### config.mk
export PLATFORM = sky130hd
export DESIGN_NAME = bz_link_aligner
export DESIGN_NICKNAME = d
export VERILOG_FILES = /design/src/rtl/bzal_pkg.sv /design/src/rtl/bzal_lane.sv /design/src/rtl/bzal_gather.sv /design/src/rtl/bzal_ctrl.sv /design/src/rtl/bz_link_aligner.sv
export SDC_FILE = /design/constraint.sdc
export NUM_CORES = 1
export LEC_CHECK = 0
export BUFFER_PORTS_ARGS = -buffer_cell sky130_fd_sc_hd__buf_2
export CAP_MARGIN = 15
export CORE_ASPECT_RATIO = 0.8
export CORE_MARGIN = 2
export CORE_UTILIZATION = 60
export CTS_BUF_LIST = sky130_fd_sc_hd__clkbuf_2
export DETAILED_ROUTE_END_ITERATION = 8
export PLACE_DENSITY = 0.88
export SLEW_MARGIN = 25
export SYNTH_ARGS = -nofsm -noshare
export SYNTH_HDL_FRONTEND = slang
export SYNTH_SLANG_ARGS = --single-unit
### constraint.sdc
create_clock -name clk -period 7.7 [get_ports clk]
set_input_delay 0.385 -clock clk [delete_from_list [all_inputs] [get_ports clk]]
set_output_delay 0.385 -clock clk [all_outputs]
set_load 0.05 [all_outputs]
### src/rtl/bzal_pkg.sv
package bzal_pkg;
    localparam int FRAME_W = 20;
    localparam logic [7:0] CODE_MARK = 8'h7C;
    localparam logic [7:0] CODE_IDLE = 8'hBC;

    typedef enum logic [1:0] {
        ST_HUNT,
        ST_LOCK,
        ST_ALIGNED
    } align_state_e;
endpackage

### src/rtl/bzal_lane.sv
module bzal_lane
    import bzal_pkg::*;
#(
    parameter  int DEPTH = 8,
    localparam int AW    = $clog2(DEPTH)
) (
    input  logic               clk,
    input  logic               rst_n,
    input  logic [AW-1:0]      wr_ptr,
    input  logic [AW-1:0]      rd_ptr,
    input  logic               rd_en,
    input  logic [FRAME_W-1:0] in_frame,
    input  logic               in_ctrl,
    output logic               mark_hit,
    output logic [FRAME_W-1:0] q_frame,
    output logic               q_ctrl,
    output logic               sync_err
);
    logic [FRAME_W:0] store_mem [DEPTH];
    logic             idle_hit;

    // control characters are decoded from the low byte
    assign mark_hit = in_ctrl && (in_frame[7:0] == CODE_MARK);
    assign idle_hit = in_ctrl && (in_frame[7:0] == CODE_IDLE);

    always_ff @(posedge clk) begin
        store_mem[wr_ptr] <= {in_ctrl, in_frame};
    end

    always_ff @(posedge clk or negedge rst_n) begin
        if (!rst_n) begin
            q_frame  <= '0;
            q_ctrl   <= 1'b0;
            sync_err <= 1'b0;
        end else begin
            if (rd_en) begin
                {q_ctrl, q_frame} <= store_mem[rd_ptr];
            end
            if (idle_hit) begin
                sync_err <= 1'b1;
            end
        end
    end
endmodule

### src/rtl/bzal_gather.sv
module bzal_gather #(
    parameter int N  = 3,
    parameter int AW = 3
) (
    input  logic                 clk,
    input  logic                 rst_n,
    input  logic [N-1:0]         hit,
    input  logic [AW-1:0]        wr_ptr,
    input  logic [AW-1:0]        lim,
    output logic                 done,
    output logic                 tmo,
    output logic [N-1:0][AW-1:0] offs,
    output logic [N-1:0][AW-1:0] mptr
);
    logic                 active;
    logic [N-1:0]         seen;
    logic [AW-1:0]        cnt;
    logic [N-1:0][AW-1:0] offs_r, mptr_r;
    logic                 live, all_now;
    logic [AW-1:0]        cur;

    always_comb begin
        live    = active || (|hit);
        cur     = active ? cnt : '0;
        all_now = &(seen | hit);
        offs    = offs_r;
        mptr    = mptr_r;
        for (int i = 0; i < N; i++) begin
            if (hit[i] && !seen[i]) begin
                offs[i] = cur;
                mptr[i] = wr_ptr;
            end
        end
        done = live && all_now;
        tmo  = live && !all_now && (cur >= lim);
    end

    always_ff @(posedge clk or negedge rst_n) begin
        if (!rst_n) begin
            active <= 1'b0;
            seen   <= '0;
            cnt    <= '0;
            offs_r <= '0;
            mptr_r <= '0;
        end else if (done || tmo) begin
            active <= 1'b0;
            seen   <= '0;
            cnt    <= '0;
        end else if (live) begin
            active <= 1'b1;
            seen   <= seen | hit;
            cnt    <= cur + 1'b1;
            offs_r <= offs;
            mptr_r <= mptr;
        end
    end
endmodule

### src/rtl/bzal_ctrl.sv
module bzal_ctrl
    import bzal_pkg::*;
#(
    parameter int N  = 3,
    parameter int AW = 3
) (
    input  logic                 clk,
    input  logic                 rst_n,
    input  logic                 done,
    input  logic                 tmo,
    input  logic [N-1:0][AW-1:0] offs,
    input  logic [N-1:0][AW-1:0] mptr,
    output logic [AW-1:0]        wr_ptr,
    output logic [N-1:0][AW-1:0] rd_ptr,
    output logic                 rd_en,
    output logic                 out_valid,
    output logic                 out_aligned,
    output logic                 out_phase,
    output logic                 tmo_err,
    output logic [N-1:0][AW-1:0] off_q
);
    align_state_e         state, state_n;
    logic                 load;
    logic                 ph_rd;
    logic [N-1:0][AW-1:0] off_store;

    // next-state: start, confirm, relock, slip, abort
    always_comb begin
        state_n = state;
        load    = 1'b0;
        unique case (state)
            ST_HUNT: begin
                if (done) begin
                    state_n = ST_LOCK;
                    load    = 1'b1;
                end
            end
            ST_LOCK: begin
                if (done) begin
                    if (offs == off_store) begin
                        state_n = ST_ALIGNED;
                    end else begin
                        load = 1'b1;
                    end
                end
            end
            ST_ALIGNED: begin
                if (done && (offs != off_store)) begin
                    state_n = ST_LOCK;
                    load    = 1'b1;
                end
            end
            default: state_n = ST_HUNT;
        endcase
        if (tmo) begin
            state_n = ST_HUNT;
            load    = 1'b0;
        end
    end

    always_ff @(posedge clk or negedge rst_n) begin
        if (!rst_n) begin
            state <= ST_HUNT;
        end else begin
            state <= state_n;
        end
    end

    assign rd_en = (state != ST_HUNT);

    always_ff @(posedge clk or negedge rst_n) begin
        if (!rst_n) begin
            wr_ptr    <= '0;
            rd_ptr    <= '0;
            off_store <= '0;
            ph_rd     <= 1'b0;
        end else begin
            wr_ptr <= wr_ptr + 1'b1;
            ph_rd  <= load ? 1'b0 : !ph_rd;
            if (load) begin
                off_store <= offs;
            end
            for (int i = 0; i < N; i++) begin
                rd_ptr[i] <= load ? mptr[i] : rd_ptr[i] + 1'b1;
            end
        end
    end

    // output process: every flag lines up with the registered lane data
    always_ff @(posedge clk or negedge rst_n) begin
        if (!rst_n) begin
            out_valid   <= 1'b0;
            out_aligned <= 1'b0;
            out_phase   <= 1'b0;
            tmo_err     <= 1'b0;
            off_q       <= '0;
        end else begin
            out_valid   <= (state != ST_HUNT);
            out_aligned <= (state == ST_ALIGNED);
            out_phase   <= (state != ST_HUNT) && ph_rd;
            tmo_err     <= tmo_err || tmo;
            off_q       <= off_store;
        end
    end
endmodule

### src/rtl/bz_link_aligner.sv
module bz_link_aligner
    import bzal_pkg::*;
#(
    parameter  int N_LINKS  = 3,
    parameter  int DEPTH    = 8,
    parameter  int WIN_W    = 4,
    localparam int AW       = $clog2(DEPTH),
    localparam int MAX_SKEW = DEPTH - 2
) (
    input  logic                       clk,
    input  logic                       rst_n,
    input  logic [WIN_W-1:0]           cfg_window,
    input  logic [N_LINKS*FRAME_W-1:0] lnk_frame,
    input  logic [N_LINKS-1:0]         lnk_ctrl,
    output logic [N_LINKS*FRAME_W-1:0] out_frame,
    output logic [N_LINKS-1:0]         out_ctrl,
    output logic                       out_valid,
    output logic                       out_phase,
    output logic                       out_bz,
    output logic                       out_aligned,
    output logic [N_LINKS*AW-1:0]      link_offset,
    output logic [N_LINKS-1:0]         sync_err,
    output logic                       tmo_err
);
    logic [AW-1:0]                    wr_ptr;
    logic [N_LINKS-1:0][AW-1:0]       rd_ptr, offs, mptr, off_q;
    logic                             rd_en, done, tmo;
    logic [N_LINKS-1:0]               hit, q_mark;
    logic [AW-1:0]                    lim;

    // window is clipped to what the delay buffers can absorb
    always_comb begin
        if (cfg_window > WIN_W'(MAX_SKEW)) begin
            lim = AW'(MAX_SKEW);
        end else begin
            lim = cfg_window[AW-1:0];
        end
    end

    for (genvar g = 0; g < N_LINKS; g++) begin : g_lane
        bzal_lane #(.DEPTH(DEPTH)) lane_i (
            .clk      (clk),
            .rst_n    (rst_n),
            .wr_ptr   (wr_ptr),
            .rd_ptr   (rd_ptr[g]),
            .rd_en    (rd_en),
            .in_frame (lnk_frame[g*FRAME_W +: FRAME_W]),
            .in_ctrl  (lnk_ctrl[g]),
            .mark_hit (hit[g]),
            .q_frame  (out_frame[g*FRAME_W +: FRAME_W]),
            .q_ctrl   (out_ctrl[g]),
            .sync_err (sync_err[g])
        );
        assign q_mark[g] = out_ctrl[g] && (out_frame[g*FRAME_W +: 8] == CODE_MARK);
        assign link_offset[g*AW +: AW] = off_q[g];
    end

    bzal_gather #(.N(N_LINKS), .AW(AW)) gather_i (
        .clk    (clk),
        .rst_n  (rst_n),
        .hit    (hit),
        .wr_ptr (wr_ptr),
        .lim    (lim),
        .done   (done),
        .tmo    (tmo),
        .offs   (offs),
        .mptr   (mptr)
    );

    bzal_ctrl #(.N(N_LINKS), .AW(AW)) ctrl_i (
        .clk         (clk),
        .rst_n       (rst_n),
        .done        (done),
        .tmo         (tmo),
        .offs        (offs),
        .mptr        (mptr),
        .wr_ptr      (wr_ptr),
        .rd_ptr      (rd_ptr),
        .rd_en       (rd_en),
        .out_valid   (out_valid),
        .out_aligned (out_aligned),
        .out_phase   (out_phase),
        .tmo_err     (tmo_err),
        .off_q       (off_q)
    );

    assign out_bz = out_valid && (&q_mark);
endmodule

# [Word-level counts from Yosys, hierarchy flattened]
# Memory sizes are Yosys's and may differ from the RTL's. A register that Yosys moved wholly into a read port is not among the register bits.
# Cells that the tools add are included.
[totals] memories=3 ff_bits=65 word_cells=124 ramBits=504 output_inout_bits=80 inputBits=69
[op_classes] eq_ne=17 order_cmp=2 bitwise_logic=2 addsub=5 n_reduce_logical=37 n_mux=30
[memory_table] name="g_lane[0].lane_i.store_mem" depth=8 word_bits=21 rd=1 rd_clocked_by_memory_dff=1 write_ports=1 line_no="bzal_lane.sv:19" rtl="logic [FRAME_W:0] store_mem [DEPTH];"
[memory_table] name="g_lane[1].lane_i.store_mem" depth=8 word_bits=21 rd=1 rd_clocked_by_memory_dff=1 write_ports=1 line_no="bzal_lane.sv:19"
[memory_table] name="g_lane[2].lane_i.store_mem" depth=8 word_bits=21 rd=1 rd_clocked_by_memory_dff=1 write_ports=1 line_no="bzal_lane.sv:19"
[op_table] op="$eq 8x7->1 const B" n=6
[op_table] op="$mux 3" n=15
[op_table] op="$eq 8x8->1 const B" n=3
[op_table] op="$logic_and 1x1->1" n=18
[op_table] op="$add 3x1->3 const B" n=5
[op_table] op="$ne 3x1->1 const B" n=4
[op_table] op="$mux 2" n=5
[op_table] op="$eq 9x9->1" n=1
[op_table] op="$ne 9x9->1" n=1
[op_table] op="$logic_not 1->1" n=8
[op_table] op="$mux 1" n=8
[op_table] op="$pmux 2 s3" n=1
[op_table] op="$reduce_and 3->1" n=2
[op_table] op="$gt 4x3->1 const B" n=1
[op_table] op="$reduce_and 4->1" n=1
[op_table] op="$reduce_bool 2->1" n=2
[op_table] op="$ge 3x3->1" n=1
[op_table] op="$logic_or 1x1->1" n=3
[op_table] op="$or 3x3->3" n=1
[op_table] op="$pmux 1 s3" n=1
[op_table] op="$reduce_or 3->1" n=1
[op_table] op="$eq 2x1->1 const B" n=1
[op_table] op="$eq 2x2->1 const B" n=1
[op_table] op="$logic_not 2->1" n=1
[op_table] op="other kinds (2)" n=2

# [Longest topological paths before layout]
[depth] ltp_word=10 ltp_mapped=12

# [Hierarchy]
# A second synthesis with hierarchy kept.
[unflattened] hier_cells=1496 hier_area_um2=25199.2
[modules_own_cells] mod="bzal_lane (g_lane[0].lane_i)" instances=1 area_per_inst_um2=7444.6 cells_each=422
[modules_own_cells] mod="bzal_lane (g_lane[2].lane_i)" instances=1 area_per_inst_um2=7437.1 cells_each=422
[modules_own_cells] mod="bzal_lane (g_lane[1].lane_i)" instances=1 area_per_inst_um2=7413.4 cells_each=422
[modules_own_cells] mod="bzal_ctrl" instances=1 area_per_inst_um2=1472.7 cells_each=98
[modules_own_cells] mod="bzal_gather" instances=1 area_per_inst_um2=1332.5 cells_each=117
[modules_own_cells] mod="bz_link_aligner" instances=1 area_per_inst_um2=98.8 cells_each=15

# [Worst setup path before layout]
# Ideal clock, no wire load.
[synth_path] path_type="register to register" start="reg ctrl_i.wr_ptr[2]" end="mem g_lane[0].lane_i.store_mem[5][0] (netlist name) (enable)" path_buffers=1 path_stages_with_launch=3 slack_ns=1.829 arrival_time_ns=5.296 cell_sequence="dfrtp_1 > clkbuf_1 > nor3b_1"
[synth_lines] item="from (decl)" line_no="bzal_ctrl.sv:13" rtl="output logic [AW-1:0] wr_ptr,"
[synth_lines] item="from (signal assigned)" line_no="bzal_ctrl.sv:78" rtl="wr_ptr <= wr_ptr + 1'b1;"
[synth_lines] item="to (decl)" line_no="bzal_lane.sv:19"
# Straight into the memory's write port.

# [Final worst setup path]
[layout_path] start="in lnk_frame[22]" end="reg ctrl_i.ph_rd"
[layout_via] elab_chain_cells=10 word_cells_on_any_way=22 classes_between="3 x eq/ne; 8 x mux; 1 x bitwise; 10 x reduce/logical"
[layout_rtl] item="from (decl)" line_no="bz_link_aligner.sv:13" rtl="input logic [N_LINKS*FRAME_W-1:0] lnk_frame,"
[layout_rtl] item="$eq 8x7->1 (*)" line_no="bzal_lane.sv:23" rtl="assign mark_hit = in_ctrl && (in_frame[7:0] == CODE_MARK);"
[layout_rtl] item="$logic_and 1x1->1 (*)" line_no="bzal_lane.sv:23"
[layout_rtl] item="$logic_and 1x1->1 (tied with other cells)" line_no="bzal_gather.sv:29" rtl="if (hit[i] && !seen[i]) begin"
[layout_rtl] item="$mux 3 (tied with other cells)" line_no="bzal_gather.sv:29"
[layout_rtl] item="$eq 9x9->1 (tied with other cells)" line_no="bzal_ctrl.sv:40" rtl="if (offs == off_store) begin"
[layout_rtl] item="$mux 1 or $logic_and 1x1->1 (tied branches)" line_no="bzal_ctrl.sv:40, bzal_ctrl.sv:48"
[layout_rtl] item="$mux 1, on equally long branches" line_no="bzal_ctrl.sv:39, bzal_ctrl.sv:48"
[layout_rtl] item="$pmux 1 s3" line_no="bzal_ctrl.sv:31" rtl="unique case (state)"
[layout_rtl] item="$mux 1 (*)" line_no="bzal_ctrl.sv:55" rtl="if (tmo) begin"
[layout_rtl] item="$mux 1 (*)" line_no="bzal_ctrl.sv:79" rtl="ph_rd <= load ? 1'b0 : !ph_rd;"
[layout_rtl] item="to (signal assigned)" line_no="bzal_ctrl.sv:79"
[layout_rtl] item="to (decl)" line_no="bzal_ctrl.sv:24" rtl="logic ph_rd;"
# Mark *: on every way between the ends. The rest lies on a longest branch, timed or not.
# A chain may end at the register's enable or synchronous reset.

==> flow_summary.toml <==
[outcome]
status = "completed"

[power]
switchingPower_mw = 1.440
p_int_mw = 4.682
peakVddDrop_uv = 117.7
p_leak_nw = 11.43
seqPwrFrac_pct = 60.7
pwr-share-clk_pct = 36.7
switching_share_pct = 23.52
p_per_area_nw_per_um2 = 209.6
combPwrFrac_pct = 2.6

[synthesis]
synthTopCellsByArea = "edfxtp_1 60%, dfrtp_1 13%, mux4_2 11%"
synth_top_area_share_pct = 60.24
ys_ff_latch = 632
synth_ff_type = "edfxtp_1"
synth_cells = 1408
ys_types = 67
synthArstFlopShare_pct = 20.25
synth_edf_count = 504
syn_avg_cell_area_sq_um = 17.84
syn-num-nets = 1485
ys_top_cells_by_count = "504 x edfxtp_1, 128 x dfrtp_1, 126 x mux4_2"
yosysSeqAreaShare_pct = 72.99
ys.warnings.count = 0
yosysTopAreaCell = "edfxtp_1"
synth_most_common_cell = "edfxtp_1"
syn_area_sq_um = 25120

[die]
fp.dieW_um = 232.8
start_util_pct = 60.42
fp.coreArea_sq_um = 41580
num_rows = 67
dieArea_sq_um = 43540
fp.dieH_um = 187.0
ioPinCount = 149

[placement]
port_buffers = 148
place_inst = 2044
place.gp.congestion = 0.9063
hpwl_mm = 32.30

[timing]
setup_viol = 0
finalHoldViolations = 0
rsz0062_at_grt = "false"
fin_skew_ns = 0.1373
max_slew_margin_pct = 28.02
post-route-period-util_pct = 48.10
finalMaxSlewViolations = 0
fmax_mhz = 270.0
tns_ns = 0
tightestPinTransition_ns = 1.074
holdWs_ns = 0.1106
period_minus_slack_ns = 3.704

[routing]
routed_wirelength_mm = 60.29
drt-initial-drc-count = 1730
wl_per_cell_um = 24.57
met1_length_mm = 21.76
post_drt_via_cell_ratio = 6.203
wl_met2_mm = 29.50
highest_layer = "met4"
dr.pass1.iters = 5
dr_wl_met3_mm = 6.609
drc_errors = 0
ant_nets = 0
routed-via-count = 15220

[grt]
grt.overflow.total = 0
grt_max_degree = 83
grt_pass1_vias = 16040
antenna_found_initial = 4
grt_first_pass_wirelength_mm = 91.65
track_usage_pct = 28.53

[setup_path]
crit_type = "in -> reg"
crit_path_end_kind = "flop"
r2r-start = "gather_i.seen[1]"
r2r_slack_ns = 4.23
r2r_cells = 7
arrival_ns = 4.73
rr_endpoint = "ctrl_i.ph_rd"
crit_fanout = 16
crit_required_ns = 8.73
cp-start-kind = "input pin"

[hold_path]
hold_path_end = "g_lane[2].lane_i.store_mem[2][7]"
min-delay-start = "lnk_frame[47]"
hold_class = "in -> reg"
whs_path_depth = 2

[clock_network]
tritoncts = "done"
postCtsResizedCells = 0
cts_root_buffer = "clkbuf_2"
postCtsSetupBuffers = 0
cts_buffers = 148
hold_buffers = 128
cts_max_level = 4
clkTransAtPathRegs_ns = 0.14
clk_path_buf_depth = 3
cts.sinks = 632
clk_latency_ns = 1.18

[cells_and_area]
instances_no_fill = 2454
syn_to_final_growth_pct = 16.25
drive_gt1_share_pct = 31.14
nets = 1848
nFillCells = 2518

[job]
drv_cap = 0
[placed cells by master, fill, tap and decap left out, types with 11 or more instances in the layout]
cell / instances
nor4_1: 20
a21oi_1: 65
inv_1: 12
buf_4: 25
a21o_1: 13
nor3_1: 33
o2111ai_1: 15
clkbuf_2: 231
o21ai_0: 27
clkinv_1: 28
edfxtp_1: 504
mux2i_1: 72
buf_2: 148
mux4_2: 126
nand2_1: 58
dlygate4sd3_1: 128
xnor2_1: 11
dfrtp_1: 122
nor2_1: 94
[how the worst max path moves through the flow]
stage / start / end / slack (ns) / cells after the start
2_1_floorplan: ctrl_i.wr_ptr[2] / g_lane[0].lane_i.store_mem[5][0] / 1.83 / 2
4_1_cts: lnk_frame[22] / ctrl_i.ph_rd / 4.23 / 11
6_report: lnk_frame[22] / ctrl_i.ph_rd / 4.00 / 11
3_5_place_dp: lnk_frame[20] / ctrl_i.ph_rd / 3.97 / 9
5_1_grt: lnk_frame[22] / ctrl_i.ph_rd / 3.92 / 11
3_3_place_gp: lnk_frame[20] / ctrl_i.ph_rd / 3.81 / 8
[power groups by stage]
stage	logic [mW]	registers (mW)	clock network [mW]
3_3_place_gp	0.0917	3.79	0
4_1_cts	0.156	3.71	2.25
3_5_place_dp	0.100	3.79	0
5_1_grt	0.172	3.72	2.46
6_report	0.161	3.72	2.25
2_1_floorplan	0.0258	3.79	0
[critical path, cell delays in order]
cell and delay (ns):
dlygate4sd3_1 0.53, dlygate4sd3_1 0.54, buf_2 0.19, nand3_1 0.19
or4_1 0.72, a2111o_1 0.36, a22oi_1 0.46, buf_2 0.33
and4_1 0.62, or3_1 0.22, nor3b_1 0.18
[metal layers]
layer / track usage (%) / up-vias
li1: - / 6428
met1: 36.65 / 7541
met2: 45.40 / 1048
met3: 8.491 / 205
met4: 13.08 / 0
met5: 0 / -
[metrics by stage]
step / instance area [sq um] / worst slack, ns / total power [mW] / utilization, %
after floorplan: 25120 / 1.829 / 3.814 / -
after global placement: 26430 / 3.812 / 3.879 / 63.57
after detailed placement: 26440 / 3.973 / 3.890 / 63.59
after CTS: 29180 / 4.231 / 6.118 / 70.18
after global routing: 29210 / 3.918 / 6.354 / 70.24
final: 29210 / 3.996 / 6.122 / 70.24
[area by class of cell]
cell class	instances	area (sq um)	area share, %
flip-flops and latches	632	18350	62.84
multi-input cells	671	6410	21.95
repair buffers	303	2248	7.698
clock buffers	231	1156	3.958
well taps	552	690.7	2.365
clock inverters	46	282.8	0.9682
inverters	15	56.30	0.1928
diodes	4	10.01	0.03427
[registers in the layout, summed over array words and instances, names as in the netlist, 2 cells and up]
| signal | count |
|---|---|
| gather_i.cnt | 3 |
| g_lane.lane_i.sync_err | 3 |
| ctrl_i.wr_ptr | 3 |
| g_lane.lane_i.q_ctrl | 3 |
| ctrl_i.rd_ptr | 9 |
| ctrl_i.state | 2 |
| ctrl_i.off_store | 9 |
| g_lane.lane_i.q_frame | 60 |
| ctrl_i.off_q | 9 |
| g_lane.lane_i.store_mem | 504 |
| gather_i.offs_r | 9 |
| gather_i.mptr_r | 9 |
| gather_i.seen | 3 |
[logic make-up after synthesis]
kind of cell,count (synthesis),synth area share [%]
DFF,632,72.99
and+or+nand+nor,287,5.792
muxes,208,14.61
AOI/OAI and AO/OA,153,3.959
buffers and inverters,105,1.728
xor gates and xnor gates,15,0.5229
adders and majority gates,8,0.3984
(Power assumes the default switching activity.)
